### config.mk
export PLATFORM = sky130hd
export DESIGN_NAME = silence_flag_detector
export DESIGN_NICKNAME = d
export VERILOG_FILES = /design/src/rtl/zf_pkg.sv /design/src/rtl/zf_cfg_watch.sv /design/src/rtl/zf_lane.sv /design/src/rtl/silence_flag_detector.sv
export SDC_FILE = /design/constraint.sdc
export NUM_CORES = 1
export LEC_CHECK = 0
export ABC_AREA = 1
export BUFFER_PORTS_ARGS = -buffer_cell sky130_fd_sc_hd__buf_2
export CAP_MARGIN = 40
export CORE_AREA = 10 10 168 92
export DETAILED_ROUTE_END_ITERATION = 12
export DIE_AREA = 0 0 178 102
export PLACE_DENSITY = 0.65
export RECOVER_POWER = 25
export SETUP_SLACK_MARGIN = 0.2
export SYNTH_ARGS = -nofsm -noshare
export SYNTH_HDL_FRONTEND = slang
export SYNTH_SLANG_ARGS = --single-unit
### constraint.sdc
create_clock -name clk -period 3.9 [get_ports clk]
set_input_delay 0.78 -clock clk [delete_from_list [all_inputs] [get_ports clk]]
set_output_delay 0.78 -clock clk [all_outputs]
set_load 0.005 [all_outputs]
### src/rtl/zf_pkg.sv
package zf_pkg;
    typedef enum logic [1:0] {
        MODE_PCM = 2'b00,
        MODE_EXT = 2'b01,
        MODE_DSD = 2'b10,
        MODE_OFF = 2'b11
    } zf_mode_e;

    localparam int          DSD_BYTE_W = 8;
    localparam logic [7:0]  DSD_IDLE   = 8'h96;

    function automatic logic is_balanced(input logic [DSD_BYTE_W-1:0] b);
        return ($countones(b) == DSD_BYTE_W / 2);
    endfunction
endpackage

### src/rtl/zf_cfg_watch.sv
module zf_cfg_watch
    import zf_pkg::*;
(
    input  logic       clk,
    input  logic       rst_n,
    input  logic [1:0] mode,
    input  logic [1:0] zsel,
    input  logic       zen,
    output logic       clr
);
    localparam int CFG_W = 5;
    localparam logic [CFG_W-1:0] CFG_RST = {MODE_PCM, 2'b00, 1'b1};

    logic [CFG_W-1:0] cfg_now;
    logic [CFG_W-1:0] cfg_d, cfg_q;

    always_comb begin
        cfg_now = {mode, zsel, zen};
        cfg_d   = cfg_now;
        clr     = (cfg_now != cfg_q);
    end

    always_ff @(posedge clk or negedge rst_n) begin
        if (!rst_n) cfg_q <= CFG_RST;
        else        cfg_q <= cfg_d;
    end
endmodule

### src/rtl/zf_lane.sv
module zf_lane
    import zf_pkg::*;
#(
    parameter int DATA_W     = 24,
    parameter int CNT_W      = 14,
    parameter int PCM_RUN    = 1024,
    parameter int EXT_RUN    = 8192,
    parameter int HOLD_TICKS = 200
) (
    input  logic              clk,
    input  logic              rst_n,
    input  logic              clr,
    input  zf_mode_e          mode,
    input  logic [1:0]        zsel,
    input  logic              zen,
    input  logic              smp_stb,
    input  logic              dsd_stb,
    input  logic [DATA_W-1:0] smp,
    input  logic              dsd_bit,
    input  logic              tick,
    output logic              flag
);
    localparam logic [CNT_W-1:0] PCM_LIM  = CNT_W'(PCM_RUN);
    localparam logic [CNT_W-1:0] EXT_LIM  = CNT_W'(EXT_RUN);
    localparam logic [CNT_W-1:0] HOLD_LIM = CNT_W'(HOLD_TICKS);

    typedef struct packed {
        logic [CNT_W-1:0]      cnt;
        logic [DSD_BYTE_W-1:0] sr;
        logic [2:0]            bcnt;
        logic                  armed;
        logic                  flag;
    } lane_t;

    lane_t st_d, st_q;
    logic [DSD_BYTE_W-1:0] byte_nx;
    logic                  byte_done;
    logic                  idle_ok;
    logic [CNT_W-1:0]      lim;

    always_comb begin
        st_d      = st_q;
        byte_nx   = {st_q.sr[DSD_BYTE_W-2:0], dsd_bit};
        byte_done = dsd_stb && (st_q.bcnt == 3'd7);
        idle_ok   = (byte_nx == DSD_IDLE);
        lim       = (mode == MODE_EXT) ? EXT_LIM : PCM_LIM;
        if (clr) begin
            st_d = '0;
        end else begin
            case (mode)
                MODE_PCM, MODE_EXT: begin
                    st_d.sr    = '0;
                    st_d.bcnt  = '0;
                    st_d.armed = 1'b0;
                    if (!zen) begin
                        st_d.cnt  = '0;
                        st_d.flag = 1'b0;
                    end else if (smp_stb) begin
                        if (smp == '0) begin
                            if (st_q.cnt < lim) st_d.cnt = st_q.cnt + 1'b1;
                            st_d.flag = (st_d.cnt >= lim);
                        end else begin
                            st_d.cnt  = '0;
                            st_d.flag = 1'b0;
                        end
                    end
                end
                MODE_DSD: begin
                    if (zsel == 2'b00) begin
                        st_d = '0;
                    end else begin
                        if (dsd_stb) begin
                            st_d.sr   = byte_nx;
                            st_d.bcnt = st_q.bcnt + 3'd1;
                        end
                        if (!zsel[1]) begin
                            st_d.cnt   = '0;
                            st_d.armed = 1'b0;
                            if (byte_done) st_d.flag = is_balanced(byte_nx);
                        end else if (byte_done && !idle_ok) begin
                            st_d.cnt   = '0;
                            st_d.armed = 1'b0;
                            st_d.flag  = 1'b0;
                        end else begin
                            if (tick && st_q.armed && (st_q.cnt < HOLD_LIM))
                                st_d.cnt = st_q.cnt + 1'b1;
                            if (byte_done) st_d.armed = 1'b1;
                            st_d.flag = (st_d.cnt >= HOLD_LIM);
                        end
                    end
                end
                default: st_d = '0;
            endcase
        end
    end

    always_ff @(posedge clk or negedge rst_n) begin
        if (!rst_n) st_q <= '0;
        else        st_q <= st_d;
    end

    assign flag = st_q.flag;
endmodule

### src/rtl/silence_flag_detector.sv
module silence_flag_detector
    import zf_pkg::*;
#(
    parameter int DATA_W     = 24,
    parameter int PCM_RUN    = 1024,
    parameter int EXT_MULT   = 8,
    parameter int HOLD_TICKS = 200
) (
    input  logic              clk,
    input  logic              rst_n,
    input  logic [1:0]        mode_sel,
    input  logic [1:0]        dsd_zsel,
    input  logic              pcm_zen,
    input  logic              smp_stb,
    input  logic              dsd_stb,
    input  logic [DATA_W-1:0] left_smp,
    input  logic [DATA_W-1:0] right_smp,
    input  logic              left_bit,
    input  logic              right_bit,
    input  logic              tick,
    output logic              flag_left,
    output logic              flag_right
);
    localparam int NCH     = 2;
    localparam int EXT_RUN = PCM_RUN * EXT_MULT;
    localparam int CNT_MAX = (EXT_RUN > HOLD_TICKS) ? EXT_RUN : HOLD_TICKS;
    localparam int CNT_W   = $clog2(CNT_MAX + 1);

    logic              clr;
    logic [DATA_W-1:0] smp_a  [NCH];
    logic [NCH-1:0]    bit_a;
    logic [NCH-1:0]    flag_a;

    assign smp_a[0] = left_smp;
    assign smp_a[1] = right_smp;
    assign bit_a    = {right_bit, left_bit};

    zf_cfg_watch u_cfg (
        .clk   (clk),
        .rst_n (rst_n),
        .mode  (mode_sel),
        .zsel  (dsd_zsel),
        .zen   (pcm_zen),
        .clr   (clr)
    );

    for (genvar ch = 0; ch < NCH; ch++) begin : g_lane
        zf_lane #(
            .DATA_W     (DATA_W),
            .CNT_W      (CNT_W),
            .PCM_RUN    (PCM_RUN),
            .EXT_RUN    (EXT_RUN),
            .HOLD_TICKS (HOLD_TICKS)
        ) u_lane (
            .clk     (clk),
            .rst_n   (rst_n),
            .clr     (clr),
            .mode    (zf_mode_e'(mode_sel)),
            .zsel    (dsd_zsel),
            .zen     (pcm_zen),
            .smp_stb (smp_stb),
            .dsd_stb (dsd_stb),
            .smp     (smp_a[ch]),
            .dsd_bit (bit_a[ch]),
            .tick    (tick),
            .flag    (flag_a[ch])
        );
    end

    assign flag_left  = flag_a[0];
    assign flag_right = flag_a[1];
endmodule

Yosys cells after proc, flatten, opt, wreduce, memory -nomap -nowiden
Index checks and enable logic that the tools add are counted.
W data, S select, Z words.
{"block": "totals", "reg_bits": 57, "input_bits": 60, "out_inout_bits": 2, "word_cells": 126}
{"block": "classes", "addsub": 18, "magnitude_cmp": 8, "eq_ne": 15, "muxes": 57, "reduce_logical": 17}
{"op": "$mux W14", "count": 35}
{"op": "$add A32 B32 Y32", "count": 6}
{"op": "$mux W27", "count": 4}
{"op": "$pmux W27 S2", "count": 2}
{"op": "$eq A32 B4 Y1 const B", "count": 2}
{"op": "$logic_not A24 Y1", "count": 2}
{"op": "$add A14 B1 Y14 const B", "count": 2}
{"op": "$ge A14 B14 Y1", "count": 2}
{"op": "$ge A14 B8 Y1 const B", "count": 2}
{"op": "$lt A14 B14 Y1", "count": 2}
{"op": "$lt A14 B8 Y1 const B", "count": 2}
{"op": "$mux W11", "count": 2}
{"op": "$add A1 B1 Y2", "count": 8}
{"op": "$eq A8 B8 Y1 const B", "count": 2}
{"op": "$ne A6 B3 Y1 const B", "count": 2}
{"op": "$mux W1", "count": 10}
{"op": "$ne A5 B3 Y1 const B", "count": 2}
{"op": "$logic_and A1 B1 Y1", "count": 8}
{"op": "$mux W2", "count": 4}
{"op": "$add A3 B1 Y3 const B", "count": 2}
{"op": "$eq A3 B3 Y1 const B", "count": 2}
{"op": "$ne A5 B5 Y1", "count": 1}
{"op": "$logic_not A2 Y1", "count": 2}
{"op": "$ne A4 B3 Y1 const B", "count": 1}
{"op": "other kinds (6)", "count": 8}

Logic depth before layout (Yosys ltp)
Gate-level depths: netlist of the first run.
{"block": "depth", "depth_word": 15, "depth_mapped": 19, "ltp_nobuf": 18}

Modules after synthesis
Synthesis of the first run repeated with hierarchy kept, for this count alone.
{"block": "hier_totals", "cells_unflattened": 822, "hier_area_um2": 5154.9}
{"mod": "zf_lane (g_lane[1].u_lane)", "n_inst": 1, "cells_per_inst": 398, "area_per_inst_um2": 2481.1, "seq_area_each_um2": 650.6}
{"mod": "zf_lane (g_lane[0].u_lane)", "n_inst": 1, "cells_per_inst": 396, "area_per_inst_um2": 2454.9, "seq_area_each_um2": 650.6}
{"mod": "zf_cfg_watch", "n_inst": 1, "cells_per_inst": 28, "area_per_inst_um2": 219.0, "seq_area_each_um2": 126.4}

Worst setup path after synthesis of the first run
OpenSTA, ideal clock, no wires.
{"block": "synth_path", "kind": "input-to-reg", "startpoint": "in right_bit", "endpoint": "reg g_lane[1].u_lane.st_q, in the netlist g_lane[1].u_lane.flag", "setup_ps": 65, "arrival_ps": 3105, "t_required_ps": 3835, "setup_slack_ps": 730, "cell_stages": 15, "n_path_buf": 0, "path_cell_list": "inv_1 > ha_1 > fa_1 > fa_1 > inv_1 > ha_1 > inv_1 > fa_1 > nor2_1 > nand3_1 > nand2_1 > nand2_1 > nand2_1 > nand2_1 > nand2_1"}
{"block": "synth_via", "elab_chain_cells": 9, "elab_cells_between_ends": 13, "classes_between": "3 x add/sub; 2 x eq/ne; 6 x mux; 2 x reduce/logical"}
{"item": "start, declared", "line": "silence_flag_detector.sv:19", "text": "input logic right_bit,"}
{"item": "$add A1 B1 Y2 (implied by the code)", "line": "zf_pkg.sv:13", "text": "return ($countones(b) == DSD_BYTE_W / 2);"}
{"item": "$add A32 B32 Y32 (implied by the code) (2 in series)", "line": "zf_pkg.sv:13"}
{"item": "$eq A32 B4 Y1", "line": "zf_pkg.sv:13"}
{"item": "$mux W1", "line": "zf_lane.sv:79", "text": "if (byte_done) st_d.flag = is_balanced(byte_nx);"}
{"item": "$mux W2 *", "line": "zf_lane.sv:76", "text": "if (!zsel[1]) begin"}
{"item": "$mux W27 *", "line": "zf_lane.sv:69", "text": "if (zsel == 2'b00) begin"}
{"item": "$pmux W27 S2 *", "line": "zf_lane.sv:50", "text": "case (mode)"}
{"item": "$mux W27 *", "line": "zf_lane.sv:47", "text": "if (clr) begin"}
{"item": "end signal, assigned", "line": "zf_lane.sv:99", "text": "else st_q <= st_d;"}
{"item": "end, declared", "line": "zf_lane.sv:35", "text": "lane_t st_d, st_q;"}
Every way passes the cells marked *; elsewhere a longest branch is shown, timed or not. The select of a mux whose other input is x is not followed.
A chain may end at the register's enable or synchronous reset.

Worst setup path in the final report of the first run
Ends and elaborated chain as after synthesis.

==> flow_metrics.env, run 1 <==
export IMPL_route_detailed_drc=0
export IMPL_antenna_found_initial=0
export IMPL_finalHoldViolations=0
export IMPL_post_cts_buffers=0
export IMPL_num_rows=29
export IMPL_worst_slew_pin_slew_ps=1440
export IMPL_synthDistinctLibCells=39
export IMPL_cts_root_buffer="clkbuf_16"
export IMPL_diodes=0
export IMPL_die_area_um2=18200
export IMPL_arrival_ps=3310
export IMPL_synth_nets=819
export IMPL_die_w_um=178
export IMPL_postSynthAreaPerCell_um2=6.79
export IMPL_pwr_density_cell_nw_per_um2=270
export IMPL_maxCapViolations=0
export IMPL_ys_top_cells_by_area="dfrtp_1, nand2_1, ha_1"
export IMPL_drt_total_wl_mm=13.0
export IMPL_grt_max_degree=30
export IMPL_synth_seq_area_share_pct=29.2
export IMPL_final_antenna_net_count=0
export IMPL_clk_pin_slew_ps=60
export IMPL_drt_pass1_iter_count=5
export IMPL_core_um2=12400
export IMPL_netlist_instances=719
export IMPL_grt_pass1_vias=4697
export IMPL_synth_area_um2=4880
export IMPL_placed_cells=937
export IMPL_ctsResizeCount=0
export IMPL_clockBufferDepth=2
export IMPL_pin_count=62
export IMPL_cts_tree="built"
export IMPL_synth_top_area_share_pct=28.7
export IMPL_drive_gt1_share_pct=13.2
export IMPL_area_growth_pct=15.4
export IMPL_register_area_um2=1430
export IMPL_power_leakage_nw=2.64
export IMPL_worstPathRequired_ps=4170
export IMPL_yosysWarnings=0
export IMPL_start_util_pct=39.2
export IMPL_dieHeight_um=102
export IMPL_nets=878
export IMPL_routedWlPerCell_um=13.6
export IMPL_grt_remaining_overflow=0
export IMPL_cp_end_kind="register"
export IMPL_setup_viol=0
export IMPL_hold_ws_ps=467
export IMPL_critPathMaxFanout=3
export IMPL_port_buffers=61
export IMPL_multi_input_area_um2=3040
export IMPL_hold_path_cell_count=1
export IMPL_cts_sinks=57
export IMPL_start_kind="input port"
export IMPL_hpwl_mm=9.78
export IMPL_min_period_ps=3040
export IMPL_cts_max_level=3
export IMPL_fillCellCount=1279
export IMPL_post_place_ws_ps=483
export IMPL_ctsHoldBuffers=0
export IMPL_drtIter0Drc=229
export IMPL_final_setup_skew_ps=6.58
export IMPL_setup_tns_ps=0
export IMPL_synth_area_leader_cell="dfrtp_1"
export IMPL_status="complete, no violations"
export IMPL_hold_class="reg2reg"
export IMPL_post_drt_via_cell_ratio=4.98
export IMPL_setup_slack_ps=862
export IMPL_period_share_pct=77.9
export IMPL_slew_violations=0
export IMPL_fmax_mhz=329
export IMPL_ys_ff_latch=57
export IMPL_slew_headroom_pct=4.02
export IMPL_clock_latency_ps=340
export IMPL_peakVddDrop_v=0.000234
export IMPL_crit_type="in2reg"
export IMPL_rsz0062_at_grt="false"
export IMPL_fin_cells=953
export IMPL_cts_made_buffers=9
export IMPL_vias=4750
export IMPL_grt_pass1_wl_mm=22.1
export IMPL_grtUsageTotal_pct=14.8
export IMPL_place_gp_congestion=0.911
export IMPL_worstRegToRegCells=15
## final timing paths
check,from,endpoint,slack [ps]
worst max-delay path,right_bit,g_lane[1].u_lane.flag$_DFFE_PN0P_,860
worst min-delay path,g_lane[0].u_lane.st_q[2]$_DFFE_PN0P_,g_lane[0].u_lane.st_q[2]$_DFFE_PN0P_,470
worst max register to register,g_lane[0].u_lane.byte_nx[6]$_DFFE_PN0P_,g_lane[0].u_lane.flag$_DFFE_PN0P_,890
worst min register to register,g_lane[0].u_lane.st_q[2]$_DFFE_PN0P_,g_lane[0].u_lane.st_q[2]$_DFFE_PN0P_,470
max in group asynchronous,rst_n,g_lane[0].u_lane.st_q[20]$_DFFE_PN0P_,2130
min in group asynchronous,rst_n,g_lane[0].u_lane.byte_nx[2]$_DFFE_PN0P_,770
## logic make-up (layout without fill, tap and decap cells)
| group | Yosys count | after routing | synth area share, % |
|---|---|---|---|
| simple gates | 385 | 385 | 33.4 |
| fa+ha+maj | 40 | 40 | 11.5 |
| compound gates | 117 | 117 | 14.0 |
| buf+inv | 101 | 165 | 8.54 |
| xor+xnor | 19 | 19 | 3.41 |
| flops | 57 | 57 | 29.2 |
## where the power goes
group	switching, mW	total, mW	internal [mW]
combinational	0.0745	0.119	0.0440
clock	0.308	0.807	0.499
sequential	0.00127	0.596	0.595
## registers in the layout (all words and copies together), names as in the netlist
signal,count
g_lane.u_lane.st_q,36
g_lane.u_lane.byte_nx,14
u_cfg.cfg_q,5
g_lane.u_lane.flag,2
## cell usage after synthesis
master / instances
o21ai_0: 46
buf_4: 2
o22ai_1: 12
nor2_1: 75
nor4_1: 4
nand2_2: 3
dfstp_2: 1
a21oi_1: 24
inv_4: 1
a22oi_1: 9
o21ai_1: 14
dfrtp_1: 56
ha_1: 32
a21boi_0: 3
a21oi_4: 3
xor2_1: 18
nand3_2: 3
buf_6: 2
a41oi_1: 2
xnor2_1: 1
o21bai_1: 1
nand3_1: 41
nand2_1: 229
nand3_4: 1
fa_1: 8
inv_2: 3
or2_2: 5
nor3_2: 1
buf_2: 10
nor3_1: 7
o211ai_1: 1
nor2_2: 4
clkbuf_1: 4
or4_1: 3
inv_1: 78
a211oi_1: 2
nand2_4: 2
nand4_1: 7
clkinv_1: 1
## metrics by stage
stage / instance area (µm²) / utilization (%) / total power [mW]
detailed placement: 5330 / 42.9 / 0.728
finish: 5630 / 45.2 / 1.52
floorplan: 4880 / - / 0.668
global placement: 5330 / 42.9 / 0.726
global route: 5630 / 45.2 / 1.59
CTS: 5640 / 45.3 / 1.54
## layout by cell type, fill, tap and decap left out, types with 3 or more instances in the layout
cell,n
ha_1,32
nor4_1,4
nand3_2,3
inv_1,78
clkbuf_1,6
nor2_1,75
a22oi_1,9
or2_2,5
a21boi_0,3
clkinv_4,3
clkbuf_16,9
nand4_1,7
inv_2,3
nor2_2,4
a21oi_4,3
nand3_1,41
o21ai_0,46
buf_4,5
nand2_1,229
nand2_2,3
fa_1,8
or4_1,3
nor3_1,7
xor2_1,18
o21ai_1,14
a21oi_1,24
dfrtp_1,56
o22ai_1,12
buf_2,55
## metal layers
| metal | share of wire [%] | up-vias | routed length, µm | track usage, % |
|---|---|---|---|---|
| met5 | 0 | - | 0 | 0 |
| met4 | 1.4 | 0 | 182 | 4.65 |
| met3 | 3.4 | 16 | 444 | 2.94 |
| met2 | 49 | 86 | 6300 | 25.7 |
| met1 | 47 | 2196 | 6060 | 18.3 |
| li1 | - | 2452 | - | - |
## critical path, stage by stage
cell and delay [ps]:
buf_2 100, inv_1 40, ha_1 300, fa_1 450, fa_1 510, inv_1 40
ha_1 180, inv_1 60, fa_1 400, nor2_1 90, nand3_1 80, nand2_1 60
nand2_1 40, nand2_1 70, nand2_1 40, nand2_1 50
## cell type report
type	count	share of cell area, %
multi-input cells	561	53.9
flip-flops and latches	57	25.3
repair buffers	66	5.95
inverters	83	5.58
clock buffers	9	4.00
well taps	170	3.78
clock inverters	7	1.42
No activity file was read; power rests on OpenSTA's default activity.
==> run 2: changes to the inputs <==
--- a/config.mk
+++ b/config.mk
@@ -11,7 +11,7 @@
 export CORE_AREA = 10 10 168 92
 export DETAILED_ROUTE_END_ITERATION = 12
 export DIE_AREA = 0 0 178 102
-export PLACE_DENSITY = 0.65
+export PLACE_DENSITY = 0.67
 export RECOVER_POWER = 25
 export SETUP_SLACK_MARGIN = 0.2
 export SYNTH_ARGS = -nofsm -noshare
==> constraint.sdc (replaced) <==
create_clock -name clk -period 2.6 [get_ports clk]
set_input_delay 0.52 -clock clk [delete_from_list [all_inputs] [get_ports clk]]
set_output_delay 0.52 -clock clk [all_outputs]
set_load 0.005 [all_outputs]
==> flow_metrics.env, run 2 (synthesis results as in run 1) <==
export IMPL_die_w_um=178
export IMPL_port_buffers=61
export IMPL_fillCellCount=1237
export IMPL_worstRegToRegCells=15
export IMPL_maxCapViolations=0
export IMPL_critPathBufInv=3
export IMPL_r2r_end="g_lane[0].u_lane.flag$_DFFE_PN0P_"
export IMPL_drt_total_wl_mm=13.2
export IMPL_crit_slowest_cell="fa_1"
export IMPL_rsz0062_at_grt="true"
export IMPL_start_util_pct=39.2
export IMPL_cts_made_buffers=9
export IMPL_period_share_pct=108
export IMPL_min_period_ps=2800
export IMPL_critPathLaunch="g_lane[0].u_lane.byte_nx[2]$_DFFE_PN0P_"
export IMPL_finalHoldViolations=0
export IMPL_grt_remaining_overflow=0
export IMPL_slew_headroom_pct=55.0
export IMPL_worst_slew_pin_slew_ps=675
export IMPL_routedWlPerCell_um=13.3
export IMPL_grt_pass1_wl_mm=22.3
export IMPL_num_rows=29
export IMPL_drt_pass1_iter_count=4
export IMPL_setup_tns_ps=-360
export IMPL_met2_usage_pct=26.6
export IMPL_register_area_um2=1430
export IMPL_pwr_share_clk_pct=53.5
export IMPL_worstPathCellList="ha_2 > inv_2 > fa_1 > fa_1 > inv_1 > ha_2 > inv_2 > fa_1 > nor3_2 > nand3_1 > nand2_1 > nand2_1 > nand2_1 > nand2_1 > nand2_1"
export IMPL_route_detailed_drc=0
export IMPL_worst_path_stages=15
export IMPL_p_sw_uw=581
export IMPL_fmax_mhz=357
export IMPL_final_util_pct=48.4
export IMPL_post_place_ws_ps=-386
export IMPL_hpwl_mm=10.0
export IMPL_die_area_um2=18200
export IMPL_setup_slack_ps=-201
export IMPL_violations="negative setup slack"
export IMPL_grt_busiest_layer="met2"
export IMPL_clockBufferDepth=2
export IMPL_vias=4826
export IMPL_setup_viol=2
export IMPL_cpPeakStageDelay_ps=510
export IMPL_status="finished, violations left"
export IMPL_cp_end_kind="register"
export IMPL_multi_input_area_um2=3100
export IMPL_final_setup_skew_ps=10.2
export IMPL_top_register="g_lane.u_lane.st_q"
export IMPL_cp_endpoint="g_lane[0].u_lane.flag$_DFFE_PN0P_"
export IMPL_place_gp_congestion=0.902
export IMPL_clock_latency_ps=340
export IMPL_grt_pass1_vias=4812
export IMPL_pwr_density_cell_nw_per_um2=391
export IMPL_diodes=0
export IMPL_drive_gt1_share_pct=20.0
export IMPL_cts_max_level=3
export IMPL_cp_top_family="adder cells"
export IMPL_slew_violations=0
export IMPL_largest_reg_flops=36
export IMPL_critPathMaxFanout=3
export IMPL_comb_power_share_pct=8.6
export IMPL_dieHeight_um=102
export IMPL_start_kind="register"
export IMPL_most_common_layout_cells="nand2_1, nor2_1, inv_1"
export IMPL_nets=918
export IMPL_post_drt_via_cell_ratio=4.86
export IMPL_use_met3_pct=2.36
export IMPL_intPower_mw=1.78
export IMPL_cts_tree="built"
export IMPL_drtIter0Drc=268
export IMPL_cts_sinks=57
export IMPL_r2r_slack_ps=-200
export IMPL_antenna_found_initial=0
export IMPL_pin_count=62
export IMPL_core_um2=12400
export IMPL_layout_commonest_cell="nand2_1"
export IMPL_crit_type="reg2reg"
export IMPL_worstPathRequired_ps=2880
export IMPL_area_growth_pct=23.5
export IMPL_sw_frac_of_total_pct=24.7
export IMPL_grt_max_degree=30
export IMPL_finalPower_mw=2.36
export IMPL_cts_root_buffer="clkbuf_16"
export IMPL_seqPwrFrac_pct=37.9
export IMPL_arrival_ps=3080
export IMPL_grtUsageTotal_pct=14.9
export IMPL_peakVddDrop_v=0.000305
export IMPL_crit_top_cell="nand2_1"
export IMPL_final_antenna_net_count=0
export IMPL_hold_class="in2async"
export IMPL_power_leakage_nw=2.85
export IMPL_clk_pin_slew_ps=60
export IMPL_reg2reg_from="g_lane[0].u_lane.byte_nx[2]$_DFFE_PN0P_"
export IMPL_met1_usage_pct=18.1
run 2: cell types whose count changed in the layout (fill, tap and decap cells not counted), moves of 4 or more:
cell / delta
buf_4: +39
ha_1: -10
buf_2: +4
ha_2: +7
clkbuf_1: -4
inv_2: +4
inv_1: -4
run 2: area by class of cell:
type	instances	share of cell area (%)
Clock buffer	11	4.19
Timing Repair Buffer	106	10.8
Tap cell	170	3.53
Clock inverter	5	1.04
Sequential cell	57	23.7
Multi-Input combinational cell	561	51.5
Inverter	83	5.21
run 2: power by group through the flow:
stage / logic, mW / registers [mW] / clock network (mW)
finish: 0.202 / 0.894 / 1.26
global route: 0.229 / 0.894 / 1.32
CTS: 0.205 / 0.894 / 1.28
detailed placement: 0.204 / 0.910 / 0
global placement: 0.200 / 0.910 / 0
floorplan: 0.0927 / 0.910 / 0
run 2: worst min path at each step:
stage	start	to	depth (start not counted)
3_3_place_gp	g_lane[0].u_lane.st_q[2]$_DFFE_PN0P_	g_lane[0].u_lane.st_q[2]$_DFFE_PN0P_	1
6_report	rst_n	g_lane[0].u_lane.byte_nx[1]$_DFFE_PN0P_	1
2_1_floorplan	rst_n	g_lane[0].u_lane.byte_nx[1]$_DFFE_PN0P_	0
4_1_cts	rst_n	g_lane[0].u_lane.byte_nx[1]$_DFFE_PN0P_	1
5_1_grt	rst_n	g_lane[0].u_lane.byte_nx[1]$_DFFE_PN0P_	1
3_5_place_dp	g_lane[1].u_lane.st_q[2]$_DFFE_PN0P_	g_lane[1].u_lane.st_q[2]$_DFFE_PN0P_	1
run 2: worst reg2reg max path: stages, from the launching register on:
cell,delay [ps]
dfrtp_1,420
ha_2,210
inv_2,40
fa_1,510
fa_1,400
inv_1,60
ha_2,160
inv_2,30
fa_1,440
nor3_2,110
nand3_1,90
nand2_1,60
nand2_1,40
nand2_1,70
nand2_1,50
nand2_1,40
run 2: what timing repair did:
item,in CTS,in global routing
hold buffers,0,0
setup endpoints to repair,2,2
resized for setup,8,3
buffers inserted,1,1
pin swaps,13,6
run 2: metal layers:
| layer | part of all wire (%) | wire length, µm | vias up |
|---|---|---|---|
| li1 | - | - | 2532 |
| met1 | 47 | 6170 | 2192 |
| met2 | 49 | 6420 | 82 |
| met3 | 2.9 | 389 | 20 |
| met4 | 1.7 | 218 | 0 |
| met5 | 0 | 0 | - |
run 2: metrics by stage:
stage	hold slack (ps)	std cells	cell area, µm²
after global placement	464	975	5650
after floorplan	224	719	4900
after global routing	275	993	6030
after CTS	243	992	6010
final	215	993	6030
after detailed placement	463	975	5650
